<file path="src/rtl/pmsp_pkg.sv">
package pmsp_pkg;

    typedef enum logic {
        MODE_THREAD  = 1'b0,
        MODE_HANDLER = 1'b1
    } mode_e;

    localparam int CTL_W       = 2;
    localparam int CTL_USER    = 0;
    localparam int CTL_PSP_SEL = 1;

endpackage

</file>
<file path="src/rtl/pmsp_nest.sv">
module pmsp_nest
    import pmsp_pkg::*;
#(
    parameter int NEST_DEPTH = 8
) (
    input  logic  clk,
    input  logic  rst_n,
    input  logic  enter_i,
    input  logic  return_i,
    input  mode_e mode_i,
    output logic  push_o,
    output logic  pop_o,
    output mode_e ret_mode_o,
    output logic  err_o
);

    localparam int CW = $clog2(NEST_DEPTH + 1);
    localparam int AW = (NEST_DEPTH > 1) ? $clog2(NEST_DEPTH) : 1;
    localparam logic [CW-1:0] FULL = CW'(NEST_DEPTH);

    logic [CW-1:0] cnt_q;
    mode_e         frame_q [NEST_DEPTH];
    logic          err_q;
    logic          full;
    logic          empty;
    logic [AW-1:0] top_idx;
    logic [AW-1:0] push_idx;

    always_comb begin
        full       = (cnt_q == FULL);
        empty      = (cnt_q == '0);
        push_o     = enter_i && !full;
        pop_o      = return_i && !enter_i && !empty;
        top_idx    = AW'(cnt_q - 1'b1);
        push_idx   = AW'(cnt_q);
        ret_mode_o = empty ? MODE_THREAD : frame_q[top_idx];
        err_o      = err_q;
    end

    always_ff @(posedge clk) begin
        if (!rst_n) begin
            cnt_q <= '0;
            err_q <= 1'b0;
            for (int i = 0; i < NEST_DEPTH; i++) begin
                frame_q[i] <= MODE_THREAD;
            end
        end else begin
            err_q <= (enter_i && full) || (return_i && !enter_i && empty);
            if (push_o) begin
                frame_q[push_idx] <= mode_i;
                cnt_q             <= cnt_q + 1'b1;
            end else if (pop_o) begin
                cnt_q <= cnt_q - 1'b1;
            end
        end
    end


    nest_full_hold_chk: assert property (@(posedge clk) disable iff (!rst_n)
        (enter_i && full) |=> (cnt_q == FULL));


    nest_empty_hold_chk: assert property (@(posedge clk) disable iff (!rst_n)
        (return_i && !enter_i && empty) |=> (cnt_q == '0));


    nest_bound_chk: assert property (@(posedge clk) disable iff (!rst_n)
        cnt_q <= FULL);

endmodule

</file>
<file path="src/rtl/pmsp_mode_fsm.sv">
module pmsp_mode_fsm
    import pmsp_pkg::*;
(
    input  logic  clk,
    input  logic  rst_n,
    input  logic  push_i,
    input  logic  pop_i,
    input  mode_e ret_mode_i,
    output mode_e mode_o,
    output logic  handler_o
);

    mode_e state_q;
    mode_e state_d;

    always_comb begin
        state_d = state_q;
        unique case (state_q)
            MODE_THREAD: begin
                if (push_i) begin
                    state_d = MODE_HANDLER;
                end
            end
            MODE_HANDLER: begin
                if (push_i) begin
                    state_d = MODE_HANDLER;
                end else if (pop_i) begin
                    state_d = ret_mode_i;
                end
            end
            default: state_d = MODE_THREAD;
        endcase
    end

    always_ff @(posedge clk) begin
        if (!rst_n) begin
            state_q <= MODE_THREAD;
        end else begin
            state_q <= state_d;
        end
    end

    always_comb begin
        mode_o    = state_q;
        handler_o = (state_q == MODE_HANDLER);
    end


    enter_to_handler_chk: assert property (@(posedge clk) disable iff (!rst_n)
        push_i |=> (state_q == MODE_HANDLER));


    thread_hold_chk: assert property (@(posedge clk) disable iff (!rst_n)
        ((state_q == MODE_THREAD) && !push_i) |=> (state_q == MODE_THREAD));

endmodule

</file>
<file path="src/rtl/pmsp_ctrl_reg.sv">
module pmsp_ctrl_reg
    import pmsp_pkg::*;
(
    input  logic             clk,
    input  logic             rst_n,
    input  logic             handler_i,
    input  logic             wr_en_i,
    input  logic [CTL_W-1:0] wr_data_i,
    output logic [CTL_W-1:0] ctl_view_o,
    output logic             priv_o,
    output logic             psp_sel_o,
    output logic             ignored_o
);

    logic [CTL_W-1:0] ctl_q;
    logic [CTL_W-1:0] ctl_d;
    logic             ign_q;
    logic             refuse;
    logic             at_user;

    always_comb begin
        at_user = !handler_i && ctl_q[CTL_USER];
        ctl_d   = ctl_q;
        refuse  = 1'b0;
        if (wr_en_i) begin
            if (at_user) begin
                refuse = 1'b1;
            end else if (handler_i) begin
                ctl_d[CTL_USER] = wr_data_i[CTL_USER];
                refuse = (wr_data_i[CTL_PSP_SEL] != ctl_q[CTL_PSP_SEL]);
            end else begin
                ctl_d = wr_data_i;
            end
        end
    end

    always_ff @(posedge clk) begin
        if (!rst_n) begin
            ctl_q <= '0;
            ign_q <= 1'b0;
        end else begin
            ctl_q <= ctl_d;
            ign_q <= refuse;
        end
    end

    always_comb begin
        priv_o                  = handler_i || !ctl_q[CTL_USER];
        psp_sel_o               = !handler_i && ctl_q[CTL_PSP_SEL];
        ctl_view_o[CTL_USER]    = ctl_q[CTL_USER];
        ctl_view_o[CTL_PSP_SEL] = handler_i ? 1'b0 : ctl_q[CTL_PSP_SEL];
        ignored_o               = ign_q;
    end


    user_cannot_raise_chk: assert property (@(posedge clk) disable iff (!rst_n)
        (ctl_q[CTL_USER] && !handler_i) |=> ctl_q[CTL_USER]);


    handler_keeps_sel_chk: assert property (@(posedge clk) disable iff (!rst_n)
        handler_i |=> $stable(ctl_q[CTL_PSP_SEL]));

endmodule

</file>
<file path="src/rtl/pmsp_sp_bank.sv">
module pmsp_sp_bank #(
    parameter int          SP_W       = 32,
    parameter int          ALIGN_BITS = 2,
    parameter logic [SP_W-1:0] MAIN_INIT = '0,
    parameter logic [SP_W-1:0] PROC_INIT = '0
) (
    input  logic            clk,
    input  logic            rst_n,
    input  logic            psp_sel_i,
    input  logic            wr_en_i,
    input  logic [SP_W-1:0] wr_data_i,
    output logic [SP_W-1:0] sp_o
);

    localparam int NBANK = 2;
    localparam logic [SP_W-1:0] KEEP_MASK = ~((SP_W)'((1 << ALIGN_BITS) - 1));

    logic [SP_W-1:0] bank_val [NBANK];

    for (genvar b = 0; b < NBANK; b++) begin : gen_bank
        localparam logic [SP_W-1:0] INIT = (b == 0) ? MAIN_INIT : PROC_INIT;
        logic [SP_W-1:0] q;
        logic            sel;

        assign sel = (b == 0) ? !psp_sel_i : psp_sel_i;

        always_ff @(posedge clk) begin
            if (!rst_n) begin
                q <= INIT & KEEP_MASK;
            end else if (wr_en_i && sel) begin
                q <= wr_data_i & KEEP_MASK;
            end
        end

        assign bank_val[b] = q;
    end

    assign sp_o = psp_sel_i ? bank_val[1] : bank_val[0];


    proc_untouched_chk: assert property (@(posedge clk) disable iff (!rst_n)
        (wr_en_i && !psp_sel_i) |=> $stable(bank_val[1]));


    main_untouched_chk: assert property (@(posedge clk) disable iff (!rst_n)
        (wr_en_i && psp_sel_i) |=> $stable(bank_val[0]));


    align_chk: assert property (@(posedge clk) disable iff (!rst_n)
        sp_o[ALIGN_BITS-1:0] == '0);

endmodule

</file>
<file path="src/rtl/priv_sp_ctrl.sv">
module priv_sp_ctrl
    import pmsp_pkg::*;
#(
    parameter int              SP_W         = 32,
    parameter int              NEST_DEPTH   = 8,
    parameter logic [SP_W-1:0] MAIN_SP_INIT = 32'h2000_8000,
    parameter logic [SP_W-1:0] PROC_SP_INIT = 32'h0000_0000
) (
    input  logic            clk,
    input  logic            rst_n,
    input  logic            exc_enter,
    input  logic            exc_return,
    input  logic            ctl_wr_en,
    input  logic [1:0]      ctl_wr_data,
    input  logic            sp_wr_en,
    input  logic [SP_W-1:0] sp_wr_data,
    output logic            in_handler,
    output logic            privileged,
    output logic [1:0]      ctl_rd,
    output logic [SP_W-1:0] sp_rd,
    output logic            psp_active,
    output logic            sysreg_ok,
    output logic            scs_ok,
    output logic            wr_ignored,
    output logic            nest_err
);

    mode_e cur_mode;
    mode_e ret_mode;
    logic  push;
    logic  pop;
    logic  handler;
    logic  priv;
    logic  psp_sel;

    pmsp_nest #(
        .NEST_DEPTH (NEST_DEPTH)
    ) u_nest (
        .clk        (clk),
        .rst_n      (rst_n),
        .enter_i    (exc_enter),
        .return_i   (exc_return),
        .mode_i     (cur_mode),
        .push_o     (push),
        .pop_o      (pop),
        .ret_mode_o (ret_mode),
        .err_o      (nest_err)
    );

    pmsp_mode_fsm u_fsm (
        .clk        (clk),
        .rst_n      (rst_n),
        .push_i     (push),
        .pop_i      (pop),
        .ret_mode_i (ret_mode),
        .mode_o     (cur_mode),
        .handler_o  (handler)
    );

    pmsp_ctrl_reg u_ctl (
        .clk        (clk),
        .rst_n      (rst_n),
        .handler_i  (handler),
        .wr_en_i    (ctl_wr_en),
        .wr_data_i  (ctl_wr_data),
        .ctl_view_o (ctl_rd),
        .priv_o     (priv),
        .psp_sel_o  (psp_sel),
        .ignored_o  (wr_ignored)
    );

    pmsp_sp_bank #(
        .SP_W       (SP_W),
        .ALIGN_BITS (2),
        .MAIN_INIT  (MAIN_SP_INIT),
        .PROC_INIT  (PROC_SP_INIT)
    ) u_sp (
        .clk        (clk),
        .rst_n      (rst_n),
        .psp_sel_i  (psp_sel),
        .wr_en_i    (sp_wr_en),
        .wr_data_i  (sp_wr_data),
        .sp_o       (sp_rd)
    );

    always_comb begin
        in_handler = handler;
        privileged = priv;
        psp_active = psp_sel;
        sysreg_ok  = priv;
        scs_ok     = priv;
    end


    handler_main_sp_chk: assert property (@(posedge clk) disable iff (!rst_n)
        exc_enter |=> (!psp_active && (ctl_rd[1] == 1'b0)));


    handler_priv_chk: assert property (@(posedge clk) disable iff (!rst_n)
        exc_enter |=> privileged);

endmodule

</file>
<file path="config.mk">
export PLATFORM = sky130hd
export DESIGN_NAME = priv_sp_ctrl
export DESIGN_NICKNAME = d
export VERILOG_FILES = /design/src/rtl/pmsp_pkg.sv /design/src/rtl/pmsp_nest.sv /design/src/rtl/pmsp_mode_fsm.sv /design/src/rtl/pmsp_ctrl_reg.sv /design/src/rtl/pmsp_sp_bank.sv /design/src/rtl/priv_sp_ctrl.sv
export SDC_FILE = /design/constraint.sdc
export NUM_CORES = 1
export LEC_CHECK = 0
export BUFFER_PORTS_ARGS = -buffer_cell sky130_fd_sc_hd__buf_2
export CORE_ASPECT_RATIO = 0.9
export CORE_UTILIZATION = 30
export DETAILED_ROUTE_END_ITERATION = 10
export PLACE_DENSITY = 0.59
export SYNTH_ARGS = -nofsm -noshare
export SYNTH_HDL_FRONTEND = slang
export SYNTH_SLANG_ARGS = --single-unit
</file>
<file path="constraint.sdc">
create_clock -name clk -period 2.83 [get_ports clk]
set_input_delay 0.566 -clock clk [delete_from_list [all_inputs] [get_ports clk]]
set_output_delay 0.566 -clock clk [all_outputs]
set_load 0.005 [all_outputs]
</file>
Word-level counts from Yosys, hierarchy flattened
Memory sizes are Yosys's and may differ from the RTL's.
Index checks and enable logic that the tools add are counted.
{"block": "totals", "register_bits": 69, "ram_bits": 8, "in_bits": 40, "out_inout_bits": 41, "word_cells": 55, "mem_count": 1}
{"name": "u_nest.frame_q", "words": 8, "word_bits": 1, "rd": 1, "rd_clocked_by_memory_dff": 0, "write_ports": 8, "line": "pmsp_nest.sv:22", "text": "mode_e frame_q [NEST_DEPTH];"}
{"block": "classes", "add_sub_neg": 2, "eq_ne": 2, "n_mux": 17, "bitwise": 2, "n_reduce_logical": 23}
{"op": "$mux 32", "n": 1}
{"op": "$mux 1", "n": 12}
{"op": "$logic_and 1x1->1", "n": 9}
{"op": "$mux 4", "n": 2}
{"op": "$logic_not 1->1", "n": 6}
{"op": "$add 4x1->4 const B", "n": 1}
{"op": "$eq 4x4->1 const B", "n": 1}
{"op": "$logic_not 4->1", "n": 1}
{"op": "$reduce_and 2->1", "n": 2}
{"op": "$sub 4x1->4 const B", "n": 1}
{"op": "$mux 3", "n": 1}
{"op": "$reduce_and 3->1", "n": 1}
{"op": "$logic_or 1x1->1", "n": 2}
{"op": "$not 1->1", "n": 2}
{"op": "$pmux 1 s2", "n": 1}
{"op": "$reduce_bool 2->1", "n": 1}
{"op": "$ne 1x1->1", "n": 1}
{"op": "$reduce_or 1->1", "n": 1}

Logic depth before layout (Yosys ltp)
{"block": "logic_depth", "ltp_word": 8, "depth_mapped": 7, "mapped_depth_nobuf": 6}

By module
From an unflattened synthesis, not the netlist that was laid out.
{"block": "hier_totals", "cells_unflattened": 383, "area_unflattened_um2": 3669.8}
{"module": "pmsp_sp_bank", "n_inst": 1, "cells_per_inst": 272, "area_each_um2": 2662.6}
{"module": "pmsp_nest", "n_inst": 1, "cells_per_inst": 87, "area_each_um2": 778.2}
{"module": "pmsp_ctrl_reg", "n_inst": 1, "cells_per_inst": 17, "area_each_um2": 165.2}
{"module": "pmsp_mode_fsm", "n_inst": 1, "cells_per_inst": 5, "area_each_um2": 48.8}
{"module": "priv_sp_ctrl", "n_inst": 1, "cells_per_inst": 2, "area_each_um2": 15.0}

Worst setup path before layout
No wires, ideal clock.
{"block": "synth_timing", "path_kind": "reg2reg", "from": "register u_nest.cnt_q[1]", "to": "register u_fsm.state_q, in the netlist u_fsm.handler_o", "arrival_ps": 1908, "t_required_ps": 2706, "setup_slack_ps": 798, "stages_incl_launch_ff": 8, "n_path_buf": 1, "synth_period_minus_slack_ps": 2032, "cell_sequence": "dfxtp_1 -> clkbuf_1 -> inv_1 -> ha_1 -> mux4_2 -> mux2_4 -> nor2_2 -> a211oi_2"}
{"block": "synth_between", "elab_chain_cells": 6, "elab_cells_between_ends": 13, "classes_between": "1 x add/sub; 1 x eq/ne; 5 x mux; 5 x reduce/logical; 1 x memory"}
{"element": "from (decl)", "line": "pmsp_nest.sv:21", "text": "logic [CW-1:0] cnt_q;"}
{"element": "from (signal assigned)", "line": "pmsp_nest.sv:51", "text": "cnt_q <= cnt_q + 1'b1;"}
{"element": "from (signal assigned)", "line": "pmsp_nest.sv:53", "text": "cnt_q <= cnt_q - 1'b1;"}
{"element": "$sub 4x1->4 / $logic_not 4->1 (equally long branches)", "line": "pmsp_nest.sv:34, pmsp_nest.sv:31"}
{"element": "$mem_v2 8x1 / $logic_not 1->1 (equally long branches)"}
{"element": "$mux 1 / $logic_and 1x1->1 (equally long branches)", "line": "pmsp_nest.sv:36, pmsp_nest.sv:33"}
{"element": "$mux 1", "line": "pmsp_mode_fsm.sv:27", "text": "end else if (pop_i) begin"}
{"element": "$mux 1", "line": "pmsp_mode_fsm.sv:25", "text": "if (push_i) begin"}
{"element": "$pmux 1 s2 (*)", "line": "pmsp_mode_fsm.sv:18", "text": "unique case (state_q)"}
{"element": "to (signal assigned)", "line": "pmsp_mode_fsm.sv:39", "text": "state_q <= state_d;"}
{"element": "to (decl)", "line": "pmsp_mode_fsm.sv:13", "text": "mode_e state_q;"}
Every way passes the cells marked *; elsewhere a longest branch is shown, timed or not.
A chain may end at the register's enable or synchronous reset.

Worst setup path in the final report
{"block": "layout_timing", "from": "register u_fsm.state_q, in the netlist u_fsm.handler_o", "to": "output sp_rd[2]"}
{"block": "layout_between", "elab_chain_cells": 3}
{"element": "$logic_not 1->1", "line": "pmsp_ctrl_reg.sv:49", "text": "psp_sel_o = !handler_i && ctl_q[CTL_PSP_SEL];"}
{"element": "$logic_and 1x1->1", "line": "pmsp_ctrl_reg.sv:49"}
{"element": "$mux 32", "line": "pmsp_sp_bank.sv:38", "text": "assign sp_o = psp_sel_i ? bank_val[1] : bank_val[0];"}
{"element": "to (decl)", "line": "priv_sp_ctrl.sv:20", "text": "output logic [SP_W-1:0] sp_rd,"}
No other way between the ends.

==> insert_results.sql <==
INSERT INTO impl_metrics (metric_group, metric, value, unit) VALUES
('outcome', 'outcome', 'finished, final reports clean', ''),
('power_and_ir_drop', 'power.share.clock', '0.470', ''),
('die', 'num_io_pins', '81', ''),
('setup_path', 'timing.setup.critical_path_class', 'reg2out', ''),
('synthesis', 'synthTopCellsByArea', 'dfxtp_1 45%, nand2_1 25%, a21oi_1 9.4%', ''),
('synthesis', 'synth.top_cell.area_share', '0.451', ''),
('cells_and_area', 'final_area', '4220', 'um^2'),
('timing', 'hold_ws', '452', 'ps'),
('timing', 'timing.setup.tns', '0', 'ps'),
('worst_hold_path', 'hold-path-endpoint', 'u_sp.gen_bank[1].q[7]$_SDFFE_PN0P_', ''),
('power_and_ir_drop', 'combinationalPowerShare', '0.119', ''),
('setup_path', 'critical_path.startpoint_type', 'flop', ''),
('setup_path', 'timing.rr.end', 'u_fsm.handler_o$_SDFF_PN0_', ''),
('drt', 'detail_route.wl_per_cell', '12.6', 'um'),
('drt', 'drt_drc_violations_left', '0', ''),
('global_route', 'antenna_found_initial', '0', ''),
('synthesis', 'synthFlopType', 'dfxtp_1', ''),
('synthesis', 'synth_enable_flop_cells', '0', ''),
('clock_network', 'clk_buf_depth', '2', ''),
('die', 'start_util', '0.312', ''),
('drt', 'route.detailed.vias_per_inst', '4.67', ''),
('synthesis', 'synthDistinctLibCells', '44', ''),
('timing', 'max_clock_freq', '438', 'MHz'),
('cells_and_area', 'syn2layout_area_growth', '23.5', '%'),
('global_route', 'number_of_global_route_vias_before_repair', '2969', ''),
('setup_path', 'worstPathRequired', '2260', 'ps'),
('clock_network', 'numCtsBuffers', '9', ''),
('timing', 'final-hold-violation-count', '0', ''),
('drt', 'first_pass_iters', '5', ''),
('cells_and_area', 'final_nets', '568', ''),
('timing', 'slew_headroom', '0.521', ''),
('synthesis', 'synth-seq-area-share', '0.451', ''),
('cells_and_area', 'nFillCells', '1179', ''),
('worst_hold_path', 'hold_crit_class', 'reg2reg', ''),
('global_route', 'globalRouteTotalUtil', '0.154', ''),
('clock_network', 'cts.htree.levels', '3', ''),
('cells_and_area', 'layout.cells.most_common', 'nand2_1', ''),
('synthesis', 'netlist_area', '3420', 'um^2'),
('synthesis', 'postSynth.asyncResetShare', '0', ''),
('placement', 'place.detailed.hpwl', '5700', 'um'),
('power_and_ir_drop', 'pwr-share-seq', '0.411', ''),
('placement', 'dpl-instance-area', '3860', 'um^2'),
('clock_network', 'post_cts_resized', '0', ''),
('clock_network', 'hold_buffers', '0', ''),
('power_and_ir_drop', 'pwr_density_cell', '680', 'nW/um^2'),
('drt', 'antenna_left', '0', ''),
('setup_path', 'critical_path.max_fanout', '34', ''),
('global_route', 'grt_first_pass_wirelength', '13900', 'um'),
('synthesis', 'synth.avg_cell_area', '7.35', 'um^2'),
('die', 'placement_rows', '36', ''),
('power_and_ir_drop', 'leakagePower', '1.84', 'nW'),
('clock_network', 'insertion_delay', '330', 'ps'),
('power_and_ir_drop', 'internal-power', '0.00219', 'W'),
('clock_network', 'cts_root_buffer', 'clkbuf_16', ''),
('timing', 'finalWorstPathRequiredPeriod', '2280', 'ps'),
('global_route', 'grt_remaining_overflow', '0', ''),
('timing', 'layout_worst_path_cycle_share', '0.806', ''),
('die', 'die_boundary_height', '103', 'um'),
('timing', 'timing.final.max_slew_violations', '0', ''),
('timing', 'tightestPinTransition', '717', 'ps'),
('timing', 'fin_worst_skew', '6.27', 'ps'),
('worst_hold_path', 'hold-path-cell-count', '2', ''),
('synthesis', 'post_synth_inst_count', '465', ''),
('setup_path', 'worstReg2RegStart', 'u_nest.cnt_q[1]$_SDFFE_PN0P_', ''),
('power_and_ir_drop', 'power.ir.vdd_worst', '0.277', 'mV'),
('timing', 'setup_repair_after_global_routing_missed_its_margin', 'false', ''),
('cells_and_area', 'count_of_inserted_antenna_diode_cells', '0', ''),
('synthesis', 'postSynthRegisterBits', '77', ''),
('run', 'max-cap-violations', '0', ''),
('cells_and_area', 'fin_util', '0.386', ''),
('synthesis', 'yosysWarnings', '0', '');
## Yosys cell counts, types with 2 or more instances
| master | number |
|---|---|
| a21oi_1 | 64 |
| and2_1 | 2 |
| and4_2 | 2 |
| buf_2 | 10 |
| buf_4 | 10 |
| buf_6 | 2 |
| clkbuf_1 | 15 |
| dfxtp_1 | 77 |
| ha_1 | 2 |
| inv_1 | 3 |
| mux2_2 | 2 |
| mux2i_1 | 4 |
| mux4_2 | 2 |
| nand2_1 | 226 |
| nand2b_1 | 2 |
| nand3_1 | 4 |
| nand3b_1 | 3 |
| nor2_1 | 4 |
| nor3b_1 | 2 |
| o211ai_1 | 2 |
| o311ai_0 | 2 |
| o41ai_1 | 2 |
| xnor2_1 | 2 |
## stage by stage
| step | instances | setup WS (ps) | total power [W] |
|---|---|---|---|
| after floorplan | 466 | 798 | 0.00143 |
| after global placement | 667 | 731 | 0.00154 |
| after detailed placement | 667 | 687 | 0.00155 |
| after CTS | 683 | 532 | 0.00291 |
| after global routing | 683 | 400 | 0.00300 |
| final | 683 | 548 | 0.00287 |
## per-layer routing
metal / routed length, um / share of wire / GRT usage / vias up
met2: 4170 / 0.48 / 0.273 / 86
met3: 493 / 0.057 / 0.0443 / 6
met1: 3850 / 0.45 / 0.178 / 1486
met5: 0 / 0 / 0 / -
met4: 87 / 0.010 / 0.0569 / 0
li1: - / - / - / 1615
## critical path: stages, from the launching register on
cell,delay (ps)
dfxtp_1,370
nand2b_1,200
inv_2,480
nand2_1,120
nand2_1,100
buf_2,120
## sequential cells by signal, summed over array words and instances (netlist names)
register         cells
u_nest.cnt_q         4
u_ctl.ignored_o      1
u_fsm.handler_o      1
u_sp.gen_bank.q     60
u_ctl.ctl_q          2
u_nest.frame_q       8
u_nest.err_o         1
## final cells by class
cell class                 count  area (um^2)  share of cell area
clock buffer                  11          253              0.0598
sequential                    77         1540               0.365
clock inverter                 5          106              0.0252
inverter                       5         18.8             0.00444
multi-input combinational    347         1660               0.393
tap                          152          190              0.0450
timing repair buffer          86          455               0.108
## kinds of logic after synthesis
| family | count (synthesis) | synth area share |
|---|---|---|
| simple gates | 253 | 0.302 |
| compound gates | 78 | 0.130 |
| flops | 77 | 0.451 |
| buf+inv | 42 | 0.0651 |
| mux | 9 | 0.0359 |
| xor+xnor | 3 | 0.00769 |
| fa+ha+maj | 2 | 0.00732 |
| other cells | 1 | 0.00110 |
## power by group through the flow
stage	Clock (W)	Sequential, W	Combinational [W]
floorplan	0	0.00119	0.000242
global placement	0	0.00120	0.000339
detailed placement	0	0.00120	0.000344
CTS	0.00138	0.00118	0.000346
global route	0.00143	0.00119	0.000388
finish	0.00135	0.00118	0.000342
## how the worst max path moves through the flow
stage	start	endpoint	slack [ps]	depth (start not counted)
after detailed placement	u_nest.cnt_q[1]$_SDFFE_PN0P_	u_fsm.handler_o$_SDFF_PN0_	690	6
final	u_fsm.handler_o$_SDFF_PN0_	sp_rd[2]	550	5
after floorplan	u_nest.cnt_q[1]$_SDFFE_PN0P_	u_fsm.handler_o$_SDFF_PN0_	800	7
after CTS	u_fsm.handler_o$_SDFF_PN0_	sp_rd[16]	530	5
after global placement	u_nest.cnt_q[1]$_SDFFE_PN0P_	u_fsm.handler_o$_SDFF_PN0_	730	6
after global routing	u_fsm.handler_o$_SDFF_PN0_	sp_rd[2]	400	5
(Power assumes the default switching activity.)
